File: config.mk
export PLATFORM = sky130hd
export DESIGN_NAME = tlb_demap_engine
export DESIGN_NICKNAME = d
export VERILOG_FILES = /design/src/rtl/demap_pkg.sv /design/src/rtl/demap_req_decode.sv /design/src/rtl/demap_entry_match.sv /design/src/rtl/tlb_demap_engine.sv
export SDC_FILE = /design/constraint.sdc
export NUM_CORES = 1
export LEC_CHECK = 0
export ABC_AREA = 0
export BUFFER_PORTS_ARGS = -buffer_cell sky130_fd_sc_hd__buf_2
export CORE_MARGIN = 1.5
export CORE_UTILIZATION = 40
export DETAILED_ROUTE_END_ITERATION = 16
export PLACE_DENSITY = 0.68
export SLEW_MARGIN = 30
export SYNTH_ARGS = -nofsm -noshare
export SYNTH_HDL_FRONTEND = slang
export SYNTH_HIERARCHICAL = 1
export SYNTH_SLANG_ARGS = --single-unit
File: constraint.sdc
create_clock -name clk -period 2.3 [get_ports clk]
set_input_delay 0.46 -clock clk [delete_from_list [all_inputs] [get_ports clk]]
set_output_delay 0.46 -clock clk [all_outputs]
set_load 0.05 [all_outputs]
File: src/rtl/demap_pkg.sv
package demap_pkg;
  // request control field positions inside the demap address
  localparam int OP_BIT  = 6;
  localparam int CSEL_LO = 4;
  localparam int CTL_W   = OP_BIT - CSEL_LO + 1;

  typedef enum logic [1:0] {
    CSEL_PRIM = 2'd0,
    CSEL_SEC  = 2'd1,
    CSEL_NUC  = 2'd2,
    CSEL_RSV  = 2'd3
  } ctx_sel_e;
endpackage

File: src/rtl/demap_req_decode.sv
module demap_req_decode
  import demap_pkg::*;
#(
  parameter int CTX_W = 13
) (
  input  logic [CTL_W-1:0] ctl,
  input  logic [CTX_W-1:0] prim_ctx,
  input  logic [CTX_W-1:0] sec_ctx,
  output logic             by_ctx,
  output logic             reserved,
  output logic [CTX_W-1:0] ctx
);
  ctx_sel_e sel;

  always_comb begin
    sel      = ctx_sel_e'(ctl[1:0]);
    by_ctx   = ctl[CTL_W-1];
    reserved = (sel == CSEL_RSV);
    unique case (sel)
      CSEL_PRIM: ctx = prim_ctx;
      CSEL_SEC:  ctx = sec_ctx;
      default:   ctx = '0;
    endcase
  end
endmodule

File: src/rtl/demap_entry_match.sv
module demap_entry_match #(
  parameter int ADDR_W     = 64,
  parameter int CTX_W      = 13,
  parameter int PAGE_SHIFT = 13,
  parameter int SIZE_W     = 2,
  parameter int SIZE_STEP  = 3
) (
  input  logic              by_ctx,
  input  logic              reserved,
  input  logic [CTX_W-1:0]  ctx,
  input  logic [ADDR_W-1:0] va,
  input  logic [ADDR_W-1:0] tag,
  input  logic              ent_valid,
  input  logic              ent_global,
  input  logic [SIZE_W-1:0] ent_size,
  output logic              hit
);
  localparam logic [ADDR_W-1:0] BASE_MASK = {ADDR_W{1'b1}} << PAGE_SHIFT;

  logic [ADDR_W-1:0] mask;
  logic              ctx_eq;
  logic              va_eq;

  always_comb begin
    mask   = BASE_MASK << (SIZE_STEP * int'(ent_size));
    ctx_eq = (tag[CTX_W-1:0] == ctx);
    va_eq  = ((va ^ tag) & mask) == '0;
    if (!ent_valid || reserved)
      hit = 1'b0;
    else if (by_ctx)
      hit = !ent_global && ctx_eq;
    else
      hit = va_eq && (ent_global || ctx_eq);
  end
endmodule

File: src/rtl/tlb_demap_engine.sv
module tlb_demap_engine
  import demap_pkg::*;
#(
  parameter int ENTRIES    = 64,
  parameter int ADDR_W     = 64,
  parameter int CTX_W      = 13,
  parameter int PAGE_SHIFT = 13,
  parameter int SIZE_W     = 2,
  parameter int SIZE_STEP  = 3
) (
  input  logic                       clk,
  input  logic                       rst,
  input  logic                       req_valid,
  input  logic [ADDR_W-1:0]          req_addr,
  input  logic [CTX_W-1:0]           prim_ctx,
  input  logic [CTX_W-1:0]           sec_ctx,
  output logic [$clog2(ENTRIES)-1:0] rd_idx,
  input  logic [ADDR_W-1:0]          rd_tag,
  input  logic                       rd_valid,
  input  logic                       rd_global,
  input  logic [SIZE_W-1:0]          rd_size,
  output logic [ENTRIES-1:0]         inv_strobe,
  output logic                       busy,
  output logic                       done
);
  localparam int               IDX_W = $clog2(ENTRIES);
  localparam logic [IDX_W-1:0] LAST  = IDX_W'(ENTRIES - 1);

  logic              dec_by_ctx, dec_rsv;
  logic [CTX_W-1:0]  dec_ctx;

  logic              busy_q, done_q, by_ctx_q, rsv_q;
  logic [IDX_W-1:0]  idx_q;
  logic [ADDR_W-1:0] addr_q;
  logic [CTX_W-1:0]  ctx_q;
  logic [ENTRIES-1:0] inv_q;
  logic              hit;

  demap_req_decode #(.CTX_W(CTX_W)) u_dec (
    .ctl      (req_addr[OP_BIT:CSEL_LO]),
    .prim_ctx (prim_ctx),
    .sec_ctx  (sec_ctx),
    .by_ctx   (dec_by_ctx),
    .reserved (dec_rsv),
    .ctx      (dec_ctx)
  );

  demap_entry_match #(
    .ADDR_W(ADDR_W), .CTX_W(CTX_W), .PAGE_SHIFT(PAGE_SHIFT),
    .SIZE_W(SIZE_W), .SIZE_STEP(SIZE_STEP)
  ) u_match (
    .by_ctx     (by_ctx_q),
    .reserved   (rsv_q),
    .ctx        (ctx_q),
    .va         (addr_q),
    .tag        (rd_tag),
    .ent_valid  (rd_valid),
    .ent_global (rd_global),
    .ent_size   (rd_size),
    .hit        (hit)
  );

  always_ff @(posedge clk) begin
    if (rst) begin
      busy_q   <= 1'b0;
      done_q   <= 1'b0;
      by_ctx_q <= 1'b0;
      rsv_q    <= 1'b0;
      idx_q    <= '0;
      addr_q   <= '0;
      ctx_q    <= '0;
      inv_q    <= '0;
    end else begin
      done_q <= 1'b0;
      inv_q  <= '0;
      if (!busy_q) begin
        if (req_valid) begin
          busy_q   <= 1'b1;
          idx_q    <= '0;
          addr_q   <= req_addr;
          by_ctx_q <= dec_by_ctx;
          rsv_q    <= dec_rsv;
          ctx_q    <= dec_ctx;
        end
      end else begin
        inv_q[idx_q] <= hit;
        idx_q        <= idx_q + 1'b1;
        if (idx_q == LAST) begin
          busy_q <= 1'b0;
          done_q <= 1'b1;
        end
      end
    end
  end

  assign rd_idx     = idx_q;
  assign inv_strobe = inv_q;
  assign busy       = busy_q;
  assign done       = done_q;

  assert_onehot_inv_R11: assert property (@(posedge clk) disable iff (rst)
    $onehot0(inv_strobe));

  assert_done_after_last_R2: assert property (@(posedge clk) disable iff (rst)
    done |-> ($past(busy_q) && $past(idx_q) == LAST));

  assert_busy_hold_R3: assert property (@(posedge clk) disable iff (rst)
    (busy_q && idx_q != LAST) |=> busy_q);

  assert_ctx_latched_R10: assert property (@(posedge clk) disable iff (rst)
    (busy_q && $past(busy_q)) |-> $stable(ctx_q));

  assert_rsv_quiet_R5: assert property (@(posedge clk) disable iff (rst)
    (busy_q && rsv_q) |=> (inv_strobe == '0));

  assert_global_spared_R6: assert property (@(posedge clk) disable iff (rst)
    (busy_q && by_ctx_q && rd_global) |=> (inv_strobe == '0));

  assert_invalid_skip_R9: assert property (@(posedge clk) disable iff (rst)
    (busy_q && !rd_valid) |=> (inv_strobe == '0));
endmodule

==> results.yml, run 1 <==
routing:
  vias: 4708
  avgRoutedWirePerCell_um: 14.5
  dr.pass1.iters: 4
  drc: 0
  first_iter_violations: 296
  via_per_inst: 4.69
  ant_nets: 0
  drt_wl_total_mm: 14.5
clocking:
  clock-sinks: 138
  tritoncts: "done"
  clkLatencyLatePin_ns: 0.41
  htreeDepth: 4
  root_buffer: "clkbuf_16"
  numCtsBuffers: 17
  clockBufferDepth: 2
  clkTransAtPathRegs_ns: 0.06
final_layout:
  final.fill_count: 1170
  fin_cells: 1004
  utilization: 0.575
  drive_gt1_frac: 0.368
  finalNetCount: 980
  area_growth_pct: 38.2
setup_path:
  path_class: "reg2reg"
  worst-r2r-setup-slack_ns: -0.07
  arrival_ns: 2.73
  critPathLaunchType: "flop"
  endpoint_kind: "flop"
  worstPathRequired_ns: 2.65
  r2r-end: "inv_strobe[3]"
  crit_path_max_fanout: 8
  reg2reg_from: "addr_q[63]"
  startpoint: "addr_q[63]"
  reg2regPathDepth: 9
timing:
  final_max_slew_viol_count: 0
  slew_headroom: 0.641
  worst_slew_pin_slew_ns: 0.537
  final-setup-viol-count: 50
  rsz0062_at_grt: "yes"
  finClkSkew_ns: 0.0104
  hold_viol_final: 0
  whs_ns: 0.274
  fmax_mhz: 421
  post-route-period-util: 1.03
  final.min_clock_period_ns: 2.37
  fin_ws_ns: -0.0741
worst_hold_path:
  holdPathEnd: "addr_q[56]"
  worstHoldStart: "req_addr[56]"
  hold_depth: 3
  hold_path.class: "in2reg"
status:
  run_status: "finished, violations left"
  violations: "negative setup slack"
floorplanning:
  num_rows: 41
  start_util: 0.416
  dieHeight_um: 118
  chipWidth_um: 118
  core_um2: 12800
  die_area_um2: 14000
  ios: 233
grt:
  grt.overflow.total: 0
  grt_pass1_vias: 4500
  grt_max_degree: 68
  grt_pass1_wl_mm: 22.5
  grtUsageTotal: 0.207
  antenna_found_initial: 3
flow_run:
  drv_cap: 0
place:
  numPortBuffers: 222
  routabilityCongestion: 0.794
  dp_hpwl_mm: 10.3
  dp_cells: 970
power_and_ir_drop:
  powerDensity_nw_per_um2: 804
  leakage_nw: 3.25
  p_total_mw: 5.91
  ir_worst_vdd_mv: 0.789
yosys:
  syn_nets: 773
  syn_area_per_cell_um2: 8.70
  ys_warn_count: 6
  netlist_area_um2: 5320
  synth_cells: 611
## through the flow
stage	TNS, ns	setup slack (ns)	instance area (um2)
6_report	-1.31	-0.0741	7350
5_1_grt	-8.59	-0.198	7350
4_1_cts	-3.51	-0.0825	7190
3_5_place_dp	-23.73	-0.413	6510
3_3_place_gp	-23.73	-0.413	6510
2_1_floorplan	0	0.185	5320
## report_power, final
group          switching (mW)  internal, mW  total (mW)  leakage, nW
clock network            1.04          1.85        2.89        0.305
registers              0.0491          2.46        2.51         1.12
logic                   0.261         0.248       0.509         1.82
total                    1.35          4.56        5.91         3.25
## sequential cells by signal, indices dropped and copies added (netlist names)
name        flops
rsv_q           1
ctx_q          13
by_ctx_q        1
addr_q         51
rd_idx          6
busy            1
done            1
inv_strobe     64
## placed cells by master (no fill, tap or decap), types with 5 or more instances in the layout
cell type,count
buf_2,222
nand2_1,134
dfxtp_1,132
a21oi_1,71
nor2_1,68
xnor2_1,35
xor2_1,24
clkbuf_16,17
nor2_2,15
mux2i_1,14
nand4_1,10
dfxtp_2,6
nor4_1,6
xnor2_2,6
nand2_4,5
## worst max-delay path, stage by stage, from the launching register on
cell and delay (ns):
dfxtp_2 0.32, xor2_1 0.14, nor4_1 0.33, buf_4 0.18, nand4_1 0.14, o32ai_2 0.24, and4bb_2 0.30, and4bb_4 0.35
nand3_4 0.16, nor2_2 0.15
## worst max path at each step
stage / endpoint / slack, ns / depth (start not counted)
after floorplan: inv_strobe[50] / 0.18 / 9
after detailed placement: inv_strobe[41] / -0.41 / 10
final: inv_strobe[3] / -0.07 / 9
after global placement: inv_strobe[52] / -0.41 / 10
after global routing: inv_strobe[27] / -0.20 / 9
after CTS: inv_strobe[10] / -0.08 / 9
## what timing repair did
| item | in CTS | in global routing |
|---|---|---|
| endpoints found under the setup margin | 64 | 64 |
| resized for setup | 12 | 35 |
| buffers inserted | 0 | 1 |
| hold buffers | 0 | 0 |
| pin swaps | 20 | 12 |
## final cells by class
cell class	instances	area (um2)	area share
clock buffers	19	443	0.0603
diodes	1	2.50	0.000341
repair buffers	229	1210	0.165
clock inverters	13	191	0.0261
inverters	1	3.75	0.000511
flip-flops and latches	138	2770	0.377
well taps	172	215	0.0293
multi-input cells	431	2510	0.341
## routing by layer
layer / up-vias / GRT usage / share of wire
li1: 2405 / - / -
met3: 13 / 0.0835 / 0.088
met4: 2 / 0.0655 / 0.012
met5: - / 0 / 0.00083
met2: 183 / 0.344 / 0.48
met1: 2105 / 0.243 / 0.42
Note: power is estimated with default switching activity, not from simulation.
==> run 2, diff against run 1 <==
--- a/config.mk
+++ b/config.mk
@@ -10,9 +10,8 @@
 export CORE_MARGIN = 1.5
 export CORE_UTILIZATION = 40
 export DETAILED_ROUTE_END_ITERATION = 16
-export PLACE_DENSITY = 0.68
+export PLACE_DENSITY = 0.69
 export SLEW_MARGIN = 30
 export SYNTH_ARGS = -nofsm -noshare
 export SYNTH_HDL_FRONTEND = slang
-export SYNTH_HIERARCHICAL = 1
 export SYNTH_SLANG_ARGS = --single-unit
==> run 2 against run 1 <==
The flow now finishes without violations; global-route usage is essentially flat; wire length is 0.10% higher; first-iteration DRC count shrank 21%; design area down 0.36%; clock power shrank 2%; register-to-register slack improved by 0.18 ns; critical path type unchanged; largest cell class unchanged; largest power group unchanged.
==> results.yml, run 2 <==
status:
  run_status: "finished clean"
setup_path:
  critPathLaunchType: "flop"
  path_delay_family: "simple AND/OR/NAND/NOR gates"
  critPathSlowestCell: "nor4_2"
  endpoint_kind: "flop"
  crit_path_max_fanout: 32
  arrival_ns: 2.50
  path_cells: "xor2_1, nor4_2, nand4_1, nor4_4, buf_4, nor2_4, nor4_1"
  worstPathRequired_ns: 2.61
  path_class: "reg2reg"
  critical-path-max-stage-delay_ns: 0.37
  cp_num_buf_inv: 1
routing:
  drt_wl_total_mm: 14.5
  vias: 4919
  avgRoutedWirePerCell_um: 14.4
  via_per_inst: 4.88
  dr.pass1.iters: 4
  ant_nets: 0
  drc: 0
  first_iter_violations: 234
final_layout:
  final.fill_count: 1209
  drive_gt1_frac: 0.346
  area_growth_pct: 35.8
  n_antenna_cell: 0
  largest_reg_flops: 64
  final_common_cell: "buf_2"
  multiInputGateArea_um2: 2500
  layout_common_cells: "buf_2, dfxtp_1, nand2_1"
  regArea_um2: 2760
  finalNetCount: 981
floorplanning:
  chipWidth_um: 119
  dieHeight_um: 119
  num_rows: 42
  core_um2: 13200
  ios: 233
  start_util: 0.409
  die_area_um2: 14200
clocking:
  htreeDepth: 4
  root_buffer: "clkbuf_16"
  clkTransAtPathRegs_ns: 0.06
  cts_setup_buffers: 0
  clockBufferDepth: 2
  tritoncts: "done"
  clkLatencyLatePin_ns: 0.42
  clock-sinks: 138
  numCtsBuffers: 17
yosys:
  synth.most_common_cell: "dfxtp_1"
  synth_top_area_share: 0.512
  ys_warn_count: 0
  synthArstFlopShare: 0
  synthTopCellsByCount: "dfxtp_1, nand2_1, a21oi_1"
  yosysUniqueCellTypes: 38
  syn_nets: 763
  syn_area_per_cell_um2: 8.97
  synth_cells: 601
  ys_ff_latch: 138
  synth-edff-count: 0
  synth_area_leader_cell: "dfxtp_1"
  synth_area_leaders: "dfxtp_1, xor2_1, nand2_1"
  ys_seq_area_frac: 0.512
  synthFlopType: "dfxtp_1"
  netlist_area_um2: 5390
timing:
  fin_ws_ns: 0.106
  finClkSkew_ns: 0.00638
  worst_slew_pin_slew_ns: 0.879
  slew_headroom: 0.412
  final_max_slew_viol_count: 0
  fmax_mhz: 456
  final.min_clock_period_ns: 2.19
  rsz0062_at_grt: "no"
  post-route-period-util: 0.954
  hold_viol_final: 0
  final-setup-viol-count: 0
grt:
  grt_max_degree: 67
  grt_pass1_vias: 4725
  grtUsageTotal: 0.207
  grt_pass1_wl_mm: 22.9
  antenna_found_initial: 1
  grt.overflow.total: 0
worst_hold_path:
  hold_path.class: "in2reg"
place:
  dp_hpwl_mm: 10.4
  routabilityCongestion: 0.782
  numPortBuffers: 222
  dp_slack_ns: -0.100
power_and_ir_drop:
  powerDensity_nw_per_um2: 797
  ir_worst_vdd_mv: 0.554
  p_total_mw: 5.84
  leakage_nw: 3.29
flow_run:
  drv_cap: 0
## run 2: cell type report
| class | count | area share |
|---|---|---|
| clock buffer | 20 | 0.0624 |
| clock inverter | 12 | 0.0224 |
| inverter | 1 | 0.000513 |
| multi-input combinational | 427 | 0.342 |
| sequential | 138 | 0.377 |
| tap | 176 | 0.0301 |
| timing repair buffer | 234 | 0.166 |
## run 2: power breakdown
group          switching, mW  total [mW]  internal (mW)
Combinational          0.263       0.495          0.232
Sequential            0.0487        2.50           2.46
Clock                   1.06        2.84           1.78
## run 2: cell families after synthesis
family	Yosys count	synth area share
mux	14	0.0290
compound gates	85	0.0917
xor+xnor	65	0.106
simple gates	262	0.230
fa+ha+maj	1	0.00232
flops	138	0.512
buf+inv	36	0.0292
## run 2: through the flow
stage                     cell area [um2]  hold slack [ns]  utilization  setup TNS (ns)  cells
final                                7320            0.274        0.555               0   1008
after global routing                 7320            0.273        0.555               0   1008
after global placement               6680            0.454        0.507        -0.00929    976
after floorplan                      5390            0.445            -               0    601
after detailed placement             6690            0.459        0.507           -2.12    976
after CTS                            7310            0.259        0.554               0   1008
## run 2: worst paths after layout
check | startpoint | to | slack, ns | cells after the start
min | req_addr[36] | addr_q[36] | 0.27 | 3
max | addr_q[49] | inv_strobe[46] | 0.11 | 7
min reg2reg | addr_q[39] | addr_q[39] | 0.47 | 2
max reg2reg | addr_q[49] | inv_strobe[46] | 0.11 | 7
## run 2: what timing repair did
action	in CTS	in global routing
hold endpoints to repair	0	0
hold buffers	0	0
resized for setup	0	2
endpoints found under the setup margin	0	3
## run 2: worst min-delay path, stage by stage
cell and delay (ns):
buf_2 0.09, nand2_1 0.04, a21oi_1 0.05
## run 2: per-layer routing
metal	GRT usage	share of wire
met1	0.243	0.42
met2	0.347	0.49
met3	0.0699	0.078
met4	0.0828	0.017
met5	0	0
==> run 3, diff against run 2 <==
--- a/config.mk
+++ b/config.mk
@@ -10,8 +10,10 @@
 export CORE_MARGIN = 1.5
 export CORE_UTILIZATION = 40
 export DETAILED_ROUTE_END_ITERATION = 16
-export PLACE_DENSITY = 0.69
+export HOLD_SLACK_MARGIN = 0.06
+export PLACE_DENSITY = 0.68
 export SLEW_MARGIN = 30
 export SYNTH_ARGS = -nofsm -noshare
 export SYNTH_HDL_FRONTEND = slang
+export SYNTH_HIERARCHICAL = 1
 export SYNTH_SLANG_ARGS = --single-unit
==> constraint.sdc (replaced) <==
create_clock -name clk -period 2.3 [get_ports clk]
set_input_delay 0.23 -clock clk [delete_from_list [all_inputs] [get_ports clk]]
set_output_delay 0.23 -clock clk [all_outputs]
set_load 0.05 [all_outputs]
==> run 3 against run 2 <==
The run now ends with negative setup slack left; combinational power increased by 16%; critical path depth increased by 2; critical path type unchanged; sequential power about the same; via count increased by 0.67%; total power decreased by 6.9%; critical endpoint is now inv_strobe[11]; highest routed layer is now met5; sequential cell count unchanged; clock-buffer cell count increased by 2; clock power decreased by 17%.
==> results.yml, run 3 (synthesized netlist as in run 1, its figures left out) <==
status:
  run_status: "finished, violations left"
  violations: "negative setup slack"
power_and_ir_drop:
  p_sw_frac: 0.238
  clockPowerShare: 0.433
  powerDensity_nw_per_um2: 708
  pwr-share-comb: 0.106
  ir_worst_vdd_mv: 0.514
  leakage_nw: 3.38
  sequentialPowerShare: 0.461
  p_int_mw: 4.14
  p_sw_mw: 1.30
place:
  numPortBuffers: 222
  routabilityCongestion: 0.786
  dp_hpwl_mm: 10.3
  dp_cells: 971
  dp_slack_ns: -0.233
setup_path:
  crit_path_max_fanout: 8
  reg2reg_from: "addr_q[49]"
  worst-r2r-setup-slack_ns: -0.09
  critPathLaunchType: "flop"
  r2r-end: "inv_strobe[11]"
  reg2regPathDepth: 9
  worstPathRequired_ns: 2.65
  arrival_ns: 2.74
  path_class: "reg2reg"
  endpoint_kind: "flop"
grt:
  antenna_found_initial: 1
  grt_pass1_vias: 4747
  grtUsageTotal: 0.217
  grt_pass1_wl_mm: 23.6
  grt.overflow.total: 0
  grt_max_degree: 75
final_layout:
  fin_cells: 1050
  drive_gt1_frac: 0.343
  area_growth_pct: 44.4
  n_antenna_cell: 0
  finalNetCount: 1029
  utilization: 0.601
  final_common_cell: "buf_2"
  largest_reg_flops: 64
  layout_common_cells: "buf_2, nand2_1, dfxtp_1"
floorplanning:
  core_um2: 12800
  num_rows: 41
  dieHeight_um: 118
  chipWidth_um: 118
  ios: 233
  die_area_um2: 14000
  start_util: 0.416
timing:
  fin_ws_ns: -0.0901
  rsz0062_at_grt: "yes"
  hold_viol_final: 0
  whs_ns: 0.0604
  final_max_slew_viol_count: 0
  slew_headroom: 0.470
  fmax_mhz: 418
  finClkSkew_ns: 0.0102
  final.min_clock_period_ns: 2.39
  worst_slew_pin_slew_ns: 0.795
  final-setup-viol-count: 64
  post-route-period-util: 1.04
clocking:
  htreeDepth: 4
  numCtsBuffers: 17
  clkTransAtPathRegs_ns: 0.06
  clkLatencyLatePin_ns: 0.42
  tritoncts: "done"
  clockBufferDepth: 2
  clock-sinks: 138
  root_buffer: "clkbuf_16"
routing:
  drt_wl_total_mm: 15.2
  first_iter_violations: 218
  vias: 4952
  wl_met2_mm: 7.39
  routed.top_layer: "met5"
  via_per_inst: 4.72
  ant_nets: 0
  drc: 0
  dr.pass1.iters: 5
  wl_met1_mm: 6.33
  avgRoutedWirePerCell_um: 14.5
  wl_met3_mm: 1.22
worst_hold_path:
  holdPathEnd: "addr_q[59]"
  hold_path.class: "in2reg"
  worstHoldStart: "req_addr[59]"
  hold_depth: 3
flow_run:
  drv_cap: 0
[run 3: what timing repair did]
action / in CTS / in global routing
hold endpoints to repair: 46 / 1
pin swaps: 56 / 9
setup buffers: 2 / 0
gates resized for setup: 24 / 23
setup endpoints to repair: 64 / 64
hold buffers: 46 / 1
[run 3: power groups by stage]
stage	Combinational, mW	Sequential, mW	Clock (mW)
finish	0.573	2.51	2.35
global route	0.629	2.51	2.49
CTS	0.568	2.51	2.38
detailed placement	0.496	2.55	0
global placement	0.491	2.55	0
floorplan	0.285	2.55	0
[run 3: stage by stage]
step	cell area, um2	setup TNS, ns	power [mW]
6_report	7670	-2.31	5.43
5_1_grt	7670	-14.37	5.64
4_1_cts	7590	-1.08	5.45
3_5_place_dp	6510	-12.43	3.05
3_3_place_gp	6510	-9.62	3.04
2_1_floorplan	5320	0	2.84
[run 3: metal layers]
| layer | track usage | vias up |
|---|---|---|
| li1 | - | 2502 |
| met1 | 0.246 | 2232 |
| met2 | 0.367 | 190 |
| met3 | 0.0763 | 26 |
| met4 | 0.0960 | 2 |
| met5 | 0 | - |
[run 3: area by class of cell]
type	instances	area [um2]
fillers	1123	5100
flip-flops and latches	138	2770
multi-input cells	431	2500
repair buffers	278	1680
clock buffers	22	454
well taps	172	215
clock inverters	8	48.8
inverters	1	3.75
[run 3: critical path, stage by stage (launching register included)]
cell and delay (ns):
dfxtp_2 0.32, xor2_1 0.13, nor4_1 0.30, buf_4 0.17, nand4_1 0.13, o32ai_2 0.30
and4bb_1 0.29, and4bb_4 0.36, nand3_4 0.16, nor2_1 0.15
[run 3: worst max-delay path by stage]
stage | slack [ns] | startpoint | to
global route | -0.27 | addr_q[35] | inv_strobe[27]
finish | -0.09 | addr_q[49] | inv_strobe[11]
global placement | -0.19 | rd_tag[39] | inv_strobe[44]
CTS | -0.07 | addr_q[49] | inv_strobe[35]
floorplan | 0.34 | addr_q[23] | inv_strobe[50]
detailed placement | -0.23 | rd_tag[22] | inv_strobe[12]
